`config.mk`:
```
export PLATFORM = sky130hd
export DESIGN_NAME = sport_flag_ctrl
export DESIGN_NICKNAME = d
export VERILOG_FILES = /design/src/rtl/sport_flag_pkg.sv /design/src/rtl/sport_pnp_flag.sv /design/src/rtl/sport_pd_seq.sv /design/src/rtl/sport_wr_gate.sv /design/src/rtl/sport_flag_ctrl.sv
export SDC_FILE = /design/constraint.sdc
export NUM_CORES = 1
export LEC_CHECK = 0
export CAP_MARGIN = 25
export CORE_ASPECT_RATIO = 0.9
export CORE_MARGIN = 4
export CORE_UTILIZATION = 43
export CTS_BUF_LIST = sky130_fd_sc_hd__clkbuf_8
export DETAILED_ROUTE_END_ITERATION = 8
export PLACE_DENSITY = 0.82
export SLEW_MARGIN = 25
export SYNTH_ARGS = -nofsm -noshare
export SYNTH_HDL_FRONTEND = slang
export SYNTH_HIERARCHICAL = 1
export SYNTH_SLANG_ARGS = --single-unit
```
`constraint.sdc`:
```
create_clock -name clk -period 1.7 [get_ports clk]
set_clock_uncertainty 0.1 [all_clocks]
set_input_delay 0.34 -clock clk [delete_from_list [all_inputs] [get_ports clk]]
set_output_delay 0.34 -clock clk [all_outputs]
set_load 0.01 [all_outputs]
```
`src/rtl/sport_flag_pkg.sv`:
```
package sport_flag_pkg;

    // Power-down sequencing states.
    typedef enum logic [1:0] {
        PD_RUN     = 2'd0,
        PD_FLAGGED = 2'd1,
        PD_DOWN    = 2'd2
    } pd_state_e;

    // Per-frame control seen by every unit.
    typedef struct packed {
        logic strobe;   // frame boundary this cycle
        logic clear;    // clear-status bit of the control word
        logic live;     // port currently running
    } frame_ctl_t;

    // A frame boundary that the flag logic acts upon.
    function automatic logic live_edge(input frame_ctl_t fc);
        return fc.strobe & fc.live;
    endfunction

    // Sticky flag update: a set event wins over a clear.
    function automatic logic sticky_next(input logic cur, input logic set_e,
                                         input logic clr_e);
        return set_e | (cur & ~clr_e);
    endfunction

    // Host write permission for one frame.
    function automatic logic write_allowed(input logic flag, input logic clr);
        return ~flag | clr;
    endfunction

endpackage

```
`src/rtl/sport_pnp_flag.sv`:
```
module sport_pnp_flag
    import sport_flag_pkg::*;
(
    input  logic       clk,
    input  logic       rst,
    input  frame_ctl_t fc,
    input  logic       pnp_cmd,
    output logic       flag_rst
);

    logic pending_q;
    logic set_evt;
    logic act;

    assign set_evt = pending_q | pnp_cmd;
    assign act     = live_edge(fc);

    always_ff @(posedge clk) begin
        if (rst) begin
            flag_rst  <= 1'b1;
            pending_q <= 1'b0;
        end else if (act) begin
            flag_rst  <= sticky_next(flag_rst, set_evt, fc.clear);
            pending_q <= 1'b0;
        end else if (pnp_cmd) begin
            pending_q <= 1'b1;
        end
    end

    AST_RST_FALL_NEEDS_CLEAR: assert property (@(posedge clk) disable iff (rst)
        $fell(flag_rst) |-> $past(fc.strobe && fc.clear && fc.live));

    AST_PNP_SET_HOLDS: assert property (@(posedge clk) disable iff (rst)
        (act && set_evt) |=> flag_rst);

endmodule

```
`src/rtl/sport_pd_seq.sv`:
```
module sport_pd_seq
    import sport_flag_pkg::*;
(
    input  logic       clk,
    input  logic       rst,
    input  frame_ctl_t fc,
    input  logic       pd_req,
    input  logic       pd_active,
    output logic       flag_pd,
    output logic       port_live
);

    pd_state_e state_q, state_d;
    logic      set_e, clr_e;

    always_comb begin
        state_d = state_q;
        case (state_q)
            PD_RUN:     if (fc.strobe && pd_req) state_d = PD_FLAGGED;
            PD_FLAGGED: if (fc.strobe)           state_d = PD_DOWN;
            PD_DOWN:    if (!pd_req)             state_d = PD_RUN;
            default:                             state_d = PD_RUN;
        endcase
    end

    assign set_e = (state_q == PD_RUN) && fc.strobe && pd_req;
    assign clr_e = (state_q == PD_RUN) && fc.strobe && fc.clear
                   && !pd_active && !pd_req;

    always_ff @(posedge clk) begin
        if (rst) begin
            state_q <= PD_RUN;
            flag_pd <= 1'b1;
        end else begin
            state_q <= state_d;
            flag_pd <= sticky_next(flag_pd, set_e, clr_e);
        end
    end

    assign port_live = (state_q != PD_DOWN);

    AST_PD_FLAGGED_AT_SHUTDOWN: assert property (@(posedge clk) disable iff (rst)
        $fell(port_live) |-> (flag_pd && $past(flag_pd)));

    AST_PD_CLEAR_GUARD: assert property (@(posedge clk) disable iff (rst)
        $fell(flag_pd) |-> $past(!pd_active && !pd_req && fc.clear));

endmodule

```
`src/rtl/sport_wr_gate.sv`:
```
module sport_wr_gate
    import sport_flag_pkg::*;
#(
    parameter int ADDR_W = 6,
    parameter int DATA_W = 16
) (
    input  logic              clk,
    input  logic              rst,
    input  frame_ctl_t        fc,
    input  logic              flag_rst,
    input  logic              wr_req,
    input  logic [ADDR_W-1:0] wr_addr,
    input  logic [DATA_W-1:0] wr_data,
    output logic              wr_en,
    output logic [ADDR_W-1:0] wr_addr_q,
    output logic [DATA_W-1:0] wr_data_q
);

    logic accept;

    assign accept = live_edge(fc) && wr_req && write_allowed(flag_rst, fc.clear);

    always_ff @(posedge clk) begin
        if (rst) begin
            wr_en     <= 1'b0;
            wr_addr_q <= '0;
            wr_data_q <= '0;
        end else begin
            wr_en <= accept;
            if (accept) begin
                wr_addr_q <= wr_addr;
                wr_data_q <= wr_data;
            end
        end
    end

    AST_WR_BLOCKED_BY_FLAG: assert property (@(posedge clk) disable iff (rst)
        (fc.strobe && flag_rst && !fc.clear) |=> !wr_en);

    AST_WR_NEEDS_LIVE_PORT: assert property (@(posedge clk) disable iff (rst)
        wr_en |-> $past(fc.strobe && fc.live && wr_req));

endmodule

```
`src/rtl/sport_flag_ctrl.sv`:
```
module sport_flag_ctrl
    import sport_flag_pkg::*;
#(
    parameter int ADDR_W = 6,
    parameter int DATA_W = 16
) (
    input  logic              clk,
    input  logic              rst,
    input  logic              frame_strobe,
    input  logic              ctl_clear,
    input  logic              pnp_cmd,
    input  logic              pd_req,
    input  logic              pd_active,
    input  logic              wr_req,
    input  logic [ADDR_W-1:0] wr_addr,
    input  logic [DATA_W-1:0] wr_data,
    output logic              flag_rst,
    output logic              flag_pd,
    output logic              port_en,
    output logic              reg_wr_en,
    output logic [ADDR_W-1:0] reg_wr_addr,
    output logic [DATA_W-1:0] reg_wr_data
);

    frame_ctl_t fc;
    logic       live;

    assign fc.strobe = frame_strobe;
    assign fc.clear  = ctl_clear;
    assign fc.live   = live;
    assign port_en   = live;

    sport_pnp_flag u_pnp (
        .clk      (clk),
        .rst      (rst),
        .fc       (fc),
        .pnp_cmd  (pnp_cmd),
        .flag_rst (flag_rst)
    );

    sport_pd_seq u_pd (
        .clk       (clk),
        .rst       (rst),
        .fc        (fc),
        .pd_req    (pd_req),
        .pd_active (pd_active),
        .flag_pd   (flag_pd),
        .port_live (live)
    );

    sport_wr_gate #(
        .ADDR_W (ADDR_W),
        .DATA_W (DATA_W)
    ) u_wr (
        .clk       (clk),
        .rst       (rst),
        .fc        (fc),
        .flag_rst  (flag_rst),
        .wr_req    (wr_req),
        .wr_addr   (wr_addr),
        .wr_data   (wr_data),
        .wr_en     (reg_wr_en),
        .wr_addr_q (reg_wr_addr),
        .wr_data_q (reg_wr_data)
    );

    AST_DOWN_FREEZES_RST_FLAG: assert property (@(posedge clk) disable iff (rst)
        !port_en |=> $stable(flag_rst));

endmodule

```
==> out/qor.csv, run 1 <==
metric,value,unit
status,completed,
n_diodes,0,
DIE HEIGHT,59.33,um
setup TNS,0,ps
Final setup violation count,0,
antenna violations before repair,0,
post-CTS setup buffers,0,
Hold/Removal Path Class,register to register,
RSZ-0062 raised after global routing,no,
DRT iter0 DRCs,18,
CTS tree,yes,
sequential fraction of the synthesis area,44.53,%
Netlist cell types,21,
Max Root-Sink Buffers,2,
Antenna Nets Post-Route,0,
Worst VDD drop,433.0,uV
Ys Warns,6,
synthesized area,1259,um2
Final HPWL DP,2211,um
largest family of logic cells by synthesized area,simple AND/OR/NAND/NOR gates,
CP max-delay cell,clkdlybuf4s50_1,
"Max FO, Critical Path",2,
detailed-route via count,1015,
CP Class,register to primary output,
smallest hold slack,373.7,ps
DR vias/cell,4.635,
Pwr Total,1.290,mW
P_int,1.008,mW
IO Pins,56,
share of cells above drive strength 1,9.497,%
Post-Route WL,2789,um
die area,3858,um2
Synth Net Count,149,
vias in the first global route,1128,
sw frac,21.80,%
CP endpoint kind,primary output,
Cells after Synth,119,
nets@finish,211,
largest net degree at the start of global routing,29,
first-pass GRT wire length,4705,um
CP arrival,1190,ps
register clock-pin slew on the reported worst setup and hold paths,90,ps
P&R area growth vs syn,53.48,%
DRC,0,
row cnt,18,
total of max-cap violations,0,
GPL Wtd Cong,0.7837,
leakage,0.6964,nW
Psw,0.2811,mW
Max-slew headroom,85.46,%
total number of H-tree levels,1,
Final Hold Vio Count,0,
Tot GR Track Use,15.00,%
Initial DRT Pass Iterations,2,
Slew Limit Fails,0,
post-synthesis mux area share,18.39,%
Synth Area per Inst,10.58,um2
simple-gate portion of the synthesized area,27.83,%
maximum clock rate,0.6152,GHz
Yosys reg bits,28,
Initial Utilization,45.44,%
part of the power in combinational logic,19.6,%
"slowest stage delay, CP",570,ps
compound-gate portion of the synthesized area,4.573,%
"Period Utilization, post-route",95.62,%
clock sinks,28,
"Clk Latency, worst-skew pair",260,ps
CTS root buf,clkbuf_8,
crit path buf inv count,1,
top post-synthesis cells by area,"dfxtp_1 45%, nand2b_1 22%, mux2i_1 17%",
Top delay family on crit path,buffers and inverters,
Core ar.,2770,um2
Hold Buf Count CTS,0,
WP data required,1260,ps
final worst path period need,1625,ps
CP Cell Sequence,clkdlybuf4s50_1,
cell type with the largest total area after synthesis,dfxtp_1,
Sequential Power Share,54.4,%
CP Launch Type,register,
Synth Area in XOR/XNOR,0,%
"commonest non-fill, non-tap cell in the layout",clkdlybuf4s50_1,
global route total overflow,0,
Adder-Cell Fraction of Synth Area,0,%
Die Width,65.03,um
Worst Tran Pin Value,216.8,ps
share of Yosys cell area claimed by the top area cell type,44.53,%
TritonCTS Buffers,3,
routed len/inst,12.74,um
I/O Buffers,55,
P per Cell Area,667.5,nW/um2
Clock power frac,26.0,%
most frequent cells in the layout,"54 x clkdlybuf4s50_1, 45 x nand2b_1, 26 x dfxtp_1",
[synth_stat cells, drive strengths merged]
| master | count |
|---|---|
| a21oi | 2 |
| mux2i | 22 |
| dfxtp | 28 |
| nor2 | 1 |
| nor2b | 1 |
| nand3 | 2 |
| mux2 | 1 |
| nand3b | 3 |
| a221o | 1 |
| nor3b | 1 |
| nand2b | 45 |
| clkbuf | 4 |
| a211oi | 1 |
| buf | 2 |
| nor3 | 1 |
| a211o | 1 |
| o211a | 1 |
| inv | 1 |
| nand2 | 1 |
[final cells by class]
class	instances	area, um2
fillers	221	838.3
repair buffers	63	634.4
multi-input cells	84	639.4
well taps	40	50.05
inverters	1	3.754
flip-flops and latches	28	563.0
clock buffers	3	41.29
[layer usage]
layer  share of wire (%)  up-vias  global-route usage (%)
met2                  53       29                   28.72
li1                    -      512                       -
met1                  42      472                   17.39
met5                   0        -                       0
met4                0.43        0                   3.846
met3                 4.8        2                   2.467
[sequential cells by signal, summed over array words and instances, names as in the netlist]
name	count
u_wr/wr_data_q	16
u_wr/wr_addr_q	6
u_pd/state_q	2
u_pd/flag_pd	1
u_pnp/flag_rst	1
u_pnp/pending_q	1
u_wr/wr_en	1
[worst register-to-register path, cell delays in order, from the launching register on]
cell,delay [ps]
dfxtp_2,380
nand2b_1,130
buf_4,130
nand3_2,70
a21oi_4,190
buf_12,180
mux2i_1,190
[what timing repair did]
item                                    4_1_cts  5_1_grt
resized for setup                             2        1
endpoints found under the setup margin        1        1
gates cloned                                  0        0
[path summary, 6_finish.rpt]
path	start	endpoint	slack, ps	cells past startpoint
worst max-delay path	u_wr/wr_data_q[1]	reg_wr_data[1]	70	1
worst min-delay path	u_wr/wr_data_q[9]	u_wr/wr_data_q[9]	370	2
worst max register to register	u_pd/state_q[0]	u_wr/wr_data_q[13]	260	6
worst min register to register	u_wr/wr_data_q[9]	u_wr/wr_data_q[9]	370	2
[power groups by stage]
| stage | logic, mW | registers, mW | clock network, mW |
|---|---|---|---|
| 5_1_grt | 0.272 | 0.706 | 0.369 |
| 3_5_place_dp | 0.256 | 0.716 | 0 |
| 3_3_place_gp | 0.248 | 0.715 | 0 |
| 2_1_floorplan | 0.0966 | 0.726 | 0 |
| 4_1_cts | 0.256 | 0.702 | 0.350 |
| 6_report | 0.253 | 0.701 | 0.335 |
[cell families (layout without fill, tap and decap cells)]
kind of cell           Yosys count  after routing
AO/OA/AOI/OAI                    6              6
multiplexers                    23             23
buffers and inverters            7             67
AND/OR/NAND/NOR                 55             55
flip-flops                      28             28
[stage by stage]
step	utilization (%)	cells	cell area, um2	worst slack [ps]
final	69.74	219	1932	74.54
after global routing	69.74	219	1932	38.85
after CTS	69.69	219	1931	11.62
after detailed placement	68.20	216	1889	-52.59
after global placement	68.20	216	1889	12.54
after floorplan	-	119	1259	233.3
Power figures use the tool's default switching activity.
==> run 2, diff against run 1 <==
- SETUP_SLACK_MARGIN: unset -> 0.02
==> results of run 2 <==
Same layout as run 1: the final DEF is identical, and so are final timing and power.
Main changes from that run: number of gates resized after CTS 2 -> 3
==> run 3, diff against run 2 <==
- HOLD_SLACK_MARGIN: unset -> 0.06
==> results of run 3 <==
Same layout as run 1: the final DEF is identical, and so are final timing and power.
Main changes from that run: number of gates resized after CTS 2 -> 3
